`src/rtl/sig_head_pkg.sv`:
```
package sig_head_pkg;
    typedef enum logic [1:0] {
        PH_GO      = 2'd0,
        PH_CAUTION = 2'd1,
        PH_STOP    = 2'd2,
        PH_BLINK   = 2'd3
    } phase_e;
endpackage

```
`src/rtl/sig_dwell_ctr.sv`:
```
module sig_dwell_ctr #(
    parameter int          CNT_W   = 3,
    parameter logic [CNT_W-1:0] RST_VAL = '0
) (
    input  logic             clk,
    input  logic             rst_n,
    input  logic             tick,
    input  logic [CNT_W-1:0] load_val,
    output logic [CNT_W-1:0] cnt_q,
    output logic             cnt_zero
);
    assign cnt_zero = (cnt_q == '0);

    always_ff @(posedge clk or negedge rst_n) begin
        if (!rst_n) begin
            cnt_q <= RST_VAL;
        end else if (tick) begin
            if (cnt_zero) cnt_q <= load_val;
            else          cnt_q <= cnt_q - 1'b1;
        end
    end
endmodule

```
`src/rtl/sig_phase_fsm.sv`:
```
module sig_phase_fsm
    import sig_head_pkg::*;
#(
    parameter int CNT_W       = 3,
    parameter int GO_TICKS    = 6,
    parameter int CAUT_TICKS  = 2,
    parameter int STOP_TICKS  = 6,
    parameter int BLINK_TICKS = 4
) (
    input  logic             clk,
    input  logic             rst_n,
    input  logic             tick,
    input  logic             cnt_zero,
    output phase_e           phase_q,
    output logic [CNT_W-1:0] load_val
);
    localparam logic [CNT_W-1:0] LD_GO    = CNT_W'(GO_TICKS - 1);
    localparam logic [CNT_W-1:0] LD_CAUT  = CNT_W'(CAUT_TICKS - 1);
    localparam logic [CNT_W-1:0] LD_STOP  = CNT_W'(STOP_TICKS - 1);
    localparam logic [CNT_W-1:0] LD_BLINK = CNT_W'(BLINK_TICKS - 1);

    phase_e phase_nx;

    // next-state: fixed loop, default returns to go
    always_comb begin
        unique case (phase_q)
            PH_GO:      phase_nx = PH_CAUTION;
            PH_CAUTION: phase_nx = PH_STOP;
            PH_STOP:    phase_nx = PH_BLINK;
            PH_BLINK:   phase_nx = PH_GO;
            default:    phase_nx = PH_GO;
        endcase
    end

    // dwell load for the phase about to be entered
    always_comb begin
        unique case (phase_nx)
            PH_GO:      load_val = LD_GO;
            PH_CAUTION: load_val = LD_CAUT;
            PH_STOP:    load_val = LD_STOP;
            PH_BLINK:   load_val = LD_BLINK;
            default:    load_val = LD_GO;
        endcase
    end

    // state register
    always_ff @(posedge clk or negedge rst_n) begin
        if (!rst_n)                phase_q <= PH_GO;
        else if (tick && cnt_zero) phase_q <= phase_nx;
    end
endmodule

```
`src/rtl/sig_lamp_dec.sv`:
```
module sig_lamp_dec
    import sig_head_pkg::*;
#(
    parameter int CNT_W = 3
) (
    input  phase_e           phase_q,
    input  logic [CNT_W-1:0] cnt_q,
    output logic             lamp_grn,
    output logic             lamp_ylw,
    output logic             lamp_red
);
    always_comb begin
        lamp_grn = 1'b0;
        lamp_ylw = 1'b0;
        lamp_red = 1'b0;
        unique case (phase_q)
            PH_GO:      lamp_grn = 1'b1;
            PH_CAUTION: lamp_ylw = 1'b1;
            PH_STOP:    lamp_red = 1'b1;
            PH_BLINK:   lamp_red = cnt_q[0];
            default:    lamp_red = 1'b1;
        endcase
    end
endmodule

```
`src/rtl/signal_head_seq.sv`:
```
module signal_head_seq
    import sig_head_pkg::*;
#(
    parameter int GO_TICKS    = 6,
    parameter int CAUT_TICKS  = 2,
    parameter int STOP_TICKS  = 6,
    parameter int BLINK_TICKS = 4
) (
    input  logic clk,
    input  logic rst_n,
    input  logic tick,
    output logic lamp_grn,
    output logic lamp_ylw,
    output logic lamp_red
);
    localparam int MAX_A  = (GO_TICKS > CAUT_TICKS) ? GO_TICKS : CAUT_TICKS;
    localparam int MAX_B  = (STOP_TICKS > BLINK_TICKS) ? STOP_TICKS : BLINK_TICKS;
    localparam int MAX_T  = (MAX_A > MAX_B) ? MAX_A : MAX_B;
    localparam int CNT_W  = (MAX_T > 2) ? $clog2(MAX_T) : 1;

    phase_e           phase_q;
    logic [CNT_W-1:0] cnt_q;
    logic [CNT_W-1:0] load_val;
    logic             cnt_zero;

    sig_phase_fsm #(
        .CNT_W(CNT_W), .GO_TICKS(GO_TICKS), .CAUT_TICKS(CAUT_TICKS),
        .STOP_TICKS(STOP_TICKS), .BLINK_TICKS(BLINK_TICKS)
    ) u_fsm (
        .clk(clk), .rst_n(rst_n), .tick(tick), .cnt_zero(cnt_zero),
        .phase_q(phase_q), .load_val(load_val)
    );

    sig_dwell_ctr #(
        .CNT_W(CNT_W), .RST_VAL(CNT_W'(GO_TICKS - 1))
    ) u_ctr (
        .clk(clk), .rst_n(rst_n), .tick(tick), .load_val(load_val),
        .cnt_q(cnt_q), .cnt_zero(cnt_zero)
    );

    sig_lamp_dec #(.CNT_W(CNT_W)) u_dec (
        .phase_q(phase_q), .cnt_q(cnt_q),
        .lamp_grn(lamp_grn), .lamp_ylw(lamp_ylw), .lamp_red(lamp_red)
    );
endmodule

```
`config.mk`:
```
export PLATFORM = sky130hd
export DESIGN_NAME = signal_head_seq
export DESIGN_NICKNAME = d
export VERILOG_FILES = /design/src/rtl/sig_head_pkg.sv /design/src/rtl/sig_dwell_ctr.sv /design/src/rtl/sig_phase_fsm.sv /design/src/rtl/sig_lamp_dec.sv /design/src/rtl/signal_head_seq.sv
export SDC_FILE = /design/constraint.sdc
export NUM_CORES = 1
export LEC_CHECK = 0
export ABC_AREA = 1
export BUFFER_PORTS_ARGS = -buffer_cell sky130_fd_sc_hd__clkbuf_2
export CELL_PAD_IN_SITES_DETAIL_PLACEMENT = 1
export CELL_PAD_IN_SITES_GLOBAL_PLACEMENT = 1
export CORE_AREA = 10 10 47 49
export CTS_BUF_LIST = sky130_fd_sc_hd__clkbuf_8 sky130_fd_sc_hd__clkbuf_16
export CTS_CLUSTER_SIZE = 20
export DETAILED_ROUTE_END_ITERATION = 7
export DIE_AREA = 0 0 57 59
export PLACE_DENSITY_LB_ADDON = 0.08
export SLEW_MARGIN = 20
export SYNTH_ARGS = -nofsm -noshare
export SYNTH_HDL_FRONTEND = slang
export SYNTH_SLANG_ARGS = --single-unit
```
`constraint.sdc`:
```
create_clock -name clk -period 1.7 [get_ports clk]
set_clock_uncertainty 0.05 [all_clocks]
set_input_delay 0.34 -clock clk [delete_from_list [all_inputs] [get_ports clk]]
set_output_delay 0.34 -clock clk [all_outputs]
set_load 0.01 [all_outputs]
```
; ---- After elaboration in Yosys (flattened, before gate mapping)
; Cells that the tools add are included.
[word_totals]
ff_bits = 5
latchBits = 0
ramBits = 0
rom_bits = 0
inputBits = 3
output_inout_bits = 3
wordCells = 20
n_memories = 0
[classes]
add_sub_neg = 1
mul = 0
n_div = 0
n_lt_le_gt_ge = 0
eq_ne = 6
shift = 0
mux = 6
n_bitwise = 0
n_reduce_logical = 5
[ops]
columns = operator, n
row1 = $pmux W3 S3, 1
row2 = $eq A2 B2 Y1 const B, 4
row3 = $pmux W2 S4, 1
row4 = $eq A2 B1 Y1 const B, 2
row5 = $logic_not A2 Y1, 2
row6 = $logic_not A3 Y1, 1
row7 = $mux W3, 1
row8 = $sub A3 B1 Y3 const B, 1
row9 = $mux W1, 2
row10 = $pmux W1 S2, 1
row11 = $reduce_or A2 Y1, 1
row12 = $logic_and A1 B1 Y1, 1

; ---- Depth between registers and ports, before layout
[depth]
depth_word = 6
ltp_mapped = 8
ltp_nobuf = 8

; ---- Modules after synthesis
; A second synthesis with hierarchy kept.
[hier_totals]
hier_cells = 55
area_unflattened_um2 = 372.9
[modules_own_cells]
columns = mod, instances, cells_per_inst, area_each_um2, seq_area_each_um2
row1 = sig_dwell_ctr, 1, 28, 192.7, 77.6
row2 = sig_phase_fsm, 1, 21, 156.4, 50.0
row3 = sig_lamp_dec, 1, 6, 23.8, 0.0

; ---- Worst setup path after synthesis
; Ideal clock, no wire load.
[synth_timing]
path_type = register to register
start = register u_ctr.cnt_q[0]
end = register u_ctr.cnt_q[2]
setup_ns = 0.076
arrival_ns = 1.094
required_ns = 1.574
slack_ns = 0.481
path_stages_with_launch = 7
n_path_buf = 0
period_less_slack_ns = 1.219
cell_sequence = dfstp_2 inv_1 ha_1 a21oi_1 nand2_1 nand2_1 nor2_1
[synth_between]
elab_chain_len = 2
word_cells_on_any_way = 3
cone_classes = add/sub (1) / mux (1) / reduce/logical (1)
[synth_rtl]
columns = item, line
row1 = from (decl), sig_dwell_ctr.sv:9  ; output logic [CNT_W-1:0] cnt_q,
row2 = from (signal assigned), sig_dwell_ctr.sv:18  ; if (cnt_zero) cnt_q <= load_val;
row3 = from (signal assigned), sig_dwell_ctr.sv:19  ; else cnt_q <= cnt_q - 1'b1;
row4 = $sub A3 B1 Y3 or $logic_not A3 Y1 (tied branches), "sig_dwell_ctr.sv:19, sig_dwell_ctr.sv:12"
row5 = $mux W3 (*), sig_dwell_ctr.sv:18
; Mark *: on every way between the ends. The rest lies on a longest branch, timed or not.
; A chain may end at the register's enable or synchronous reset.

; ---- Worst setup path in the final report
[layout_timing]
start = register u_fsm.phase_q[0]
end = output port lamp_red
[layout_between]
elab_chain_len = 2
word_cells_on_any_way = 3
cone_classes = eq/ne (2) / mux (1)
[layout_rtl]
columns = item, line
row1 = from (decl), sig_phase_fsm.sv:14  ; output phase_e phase_q,
row2 = from (signal assigned), sig_phase_fsm.sv:49  ; else if (tick && cnt_zero) phase_q <= phase_nx;
row3 = $eq A2 B2 Y1, sig_lamp_dec.sv:16  ; unique case (phase_q)
row4 = $pmux W1 S2 (*), sig_lamp_dec.sv:16
row5 = to (decl), signal_head_seq.sv:14  ; output logic lamp_red
; Marked as above.

==> run_results.csv <==
group,metric,value,unit
yosys,syn_area,355,um2
clock_tree,cts_buffer_depth,2,
yosys,synth-seq-cells,5,
route,drtAntennaViolNets,0,
layout,nNetsFinal,65,
clock_tree,cts.reportedPaths.clkPinSlew,0.03,ns
clock_tree,insertion_delay,0.22,ns
job,drv_cap,0,
floorplanning,rows,14,
layout,diodes,0,
route,drc,0,
sta,setup_viol,0,
critical_path,cp.arrival,1.20,ns
yosys,synth_top_cell_by_area,"ha_1",
global_routing,first_global_vias,357,
critical_path,startpoint_type,"flip-flop",
layout,nFillCells,182,
critical_path,required,1.31,ns
global_routing,grt_max_degree,6,
route,wl_per_cell,11.3,um
route,drt_wl_total,791,um
status,status,"finished, final reports clean",
yosys,seq_area_frac_synth,35.9,%
route,drt_iter0_drc,3,
yosys,netlist.area_leader.share,24.6,%
min_path,hold_class,"primary input to flip-flop",
sta,worst_slew_pin_slew,0.164,ns
sta,fin_tns_setup,0,ns
sta,slew_viol_final,0,
sta,finalCritPeriodShare,93.4,%
route,via_per_inst,4.26,
floorplanning,die_h,59,um
pwr,pwr_density_cell,1770,mW/mm2
layout,syn2layout_area_growth,28.2,%
pwr,leakage,0.256,nW
clock_tree,clockRootBuffer,"clkbuf_8",
placement,io_buffer_count,5,
floorplanning,core,0.00140,mm2
clock_tree,clock-sinks,5,
yosys,synth_edf_count,0,
route,num_vias,298,
layout,final_cell_mix,"nand2_1 (11), ha_1 (7), inv_1 (6), nor2_1 (5), clkbuf_2 (5)",
pwr,ir_drop,0.613,mV
floorplanning,die_w,57,um
route,first_pass_iters,2,
yosys,netlist_instances,44,
global_routing,grt_pass1_wl,1510,um
sta,fmax,0.630,GHz
yosys,async_reset_ff_share,100,%
floorplanning,dieArea,0.00336,mm2
floorplanning,start_util,25.4,%
pwr,total_power,0.808,mW
clock_tree,cts_tree,"built",
placement,dp_hpwl,698,um
global_routing,gr-usage-all-layers,5.88,%
critical_path,critPathKind,"flip-flop to output port",
sta,rsz0062_at_grt,"no",
clock_tree,htreeDepth,1,
yosys,syn_avg_cell_area,8.08,um2
sta,hold_viol,0,
critical_path,end_kind,"output port",
layout,final_common_cell,"nand2_1",
yosys,syn_nets,54,
layout,drive_gt1_share,27.8,%
global_routing,grt_remaining_overflow,0,
yosys,synth.area.top_cells,"ha_1 (25%), dfrtp_1 (21%), dfstp_2 (15%)",
critical_path,cp_max_fo,4,
sta,finalCriticalPeriod,1.59,ns
global_routing,antenna_found_initial,0,
sta,relSlewSlack,89.1,%
yosys,synth.distinct_cells,13,
yosys,ys_warn_count,0,
floorplanning,pin_count,6,
placement,place_congestion,0.752,
clock_tree,cts_setup_buffers,0,
yosys,ys.flop_type,"dfrtp_1",
clock_tree,cts_buffers,3,
## Yosys cell counts (2+ instances only)
cell / number
nand2_1: 11
ha_1: 7
inv_1: 5
nor2_1: 5
dfrtp_1: 3
inv_2: 3
a21oi_1: 2
dfstp_2: 2
o21ai_0: 2
## power by group
part           internal (mW)  switching (mW)
logic                  0.142           0.215
registers              0.188          0.0486
clock network          0.155          0.0591
## per-layer routing
layer	global-route usage [%]	wire length (um)	vias up	part of all wire (%)
met5	0	0	-	0
met4	5.03	27	0	3.4
met3	3.00	51	5	6.4
met2	9.61	383	8	48
met1	5.36	328	134	41
li1	-	-	151	-
## flip-flops by register name (all words and copies together), names as in the netlist
name,cells
u_ctr.cnt_q,3
u_fsm.phase_q,2
## area by class of cell
cell class / instances / area (um2) / area share, %
Tap cell: 16 / 20.0 / 4.40
Sequential cell: 5 / 128 / 28.0
Timing Repair Buffer: 6 / 35.0 / 7.69
Clock inverter: 1 / 3.75 / 0.824
Clock buffer: 3 / 41.3 / 9.07
Multi-Input combinational cell: 31 / 198 / 43.4
Inverter: 8 / 30.0 / 6.59
## path summary, 6_finish.rpt
kind	slack, ns	from	endpoint	cells after the start
max	0.11	u_fsm.phase_q[0]$_DFFE_PN0P_	lamp_red	4
min	0.32	tick	u_ctr.cnt_q[0]$_DFFE_PN1P_	3
max reg2reg	0.37	u_ctr.cnt_q[0]$_DFFE_PN1P_	u_fsm.phase_q[0]$_DFFE_PN0P_	7
min reg2reg	0.44	u_ctr.cnt_q[1]$_DFFE_PN0P_	u_ctr.cnt_q[1]$_DFFE_PN0P_	2
max in group asynchronous	0.96	rst_n	u_ctr.cnt_q[2]$_DFFE_PN1P_	2
min in group asynchronous	0.42	rst_n	u_fsm.phase_q[1]$_DFFE_PN0P_	2
## cells by family (layout without fill, tap and decap cells)
group | Yosys count | count (layout) | synth area share (%)
buf+inv | 8 | 18 | 8.45
simple gates | 18 | 18 | 21.8
flops | 5 | 5 | 35.9
compound gates | 6 | 6 | 9.15
fa+ha+maj | 7 | 7 | 24.6
## metrics by stage
| step | area (um2) | hold slack [ns] | instances | util, % | setup slack (ns) |
|---|---|---|---|---|---|
| 2_1_floorplan | 355 | -0.00559 | 44 | - | 0.481 |
| 3_3_place_gp | 400 | 0.112 | 65 | 28.6 | 0.379 |
| 3_5_place_dp | 400 | 0.115 | 65 | 28.6 | 0.337 |
| 4_1_cts | 455 | 0.329 | 70 | 32.5 | 0.0951 |
| 5_1_grt | 455 | 0.362 | 70 | 32.5 | 0.0171 |
| 6_report | 455 | 0.321 | 70 | 32.5 | 0.113 |
## worst max-delay path, cell delays in order (launching register included)
cell,delay (ns)
dfrtp_1,0.39
inv_1,0.10
ha_1,0.22
a21o_1,0.15
clkbuf_2,0.12
## repair_timing
| action | in CTS | in global routing |
|---|---|---|
| hold buffers | 1 | 0 |
| endpoints found under the hold margin | 3 | 0 |
| gates resized for setup | 0 | 0 |
(Power assumes the default switching activity.)
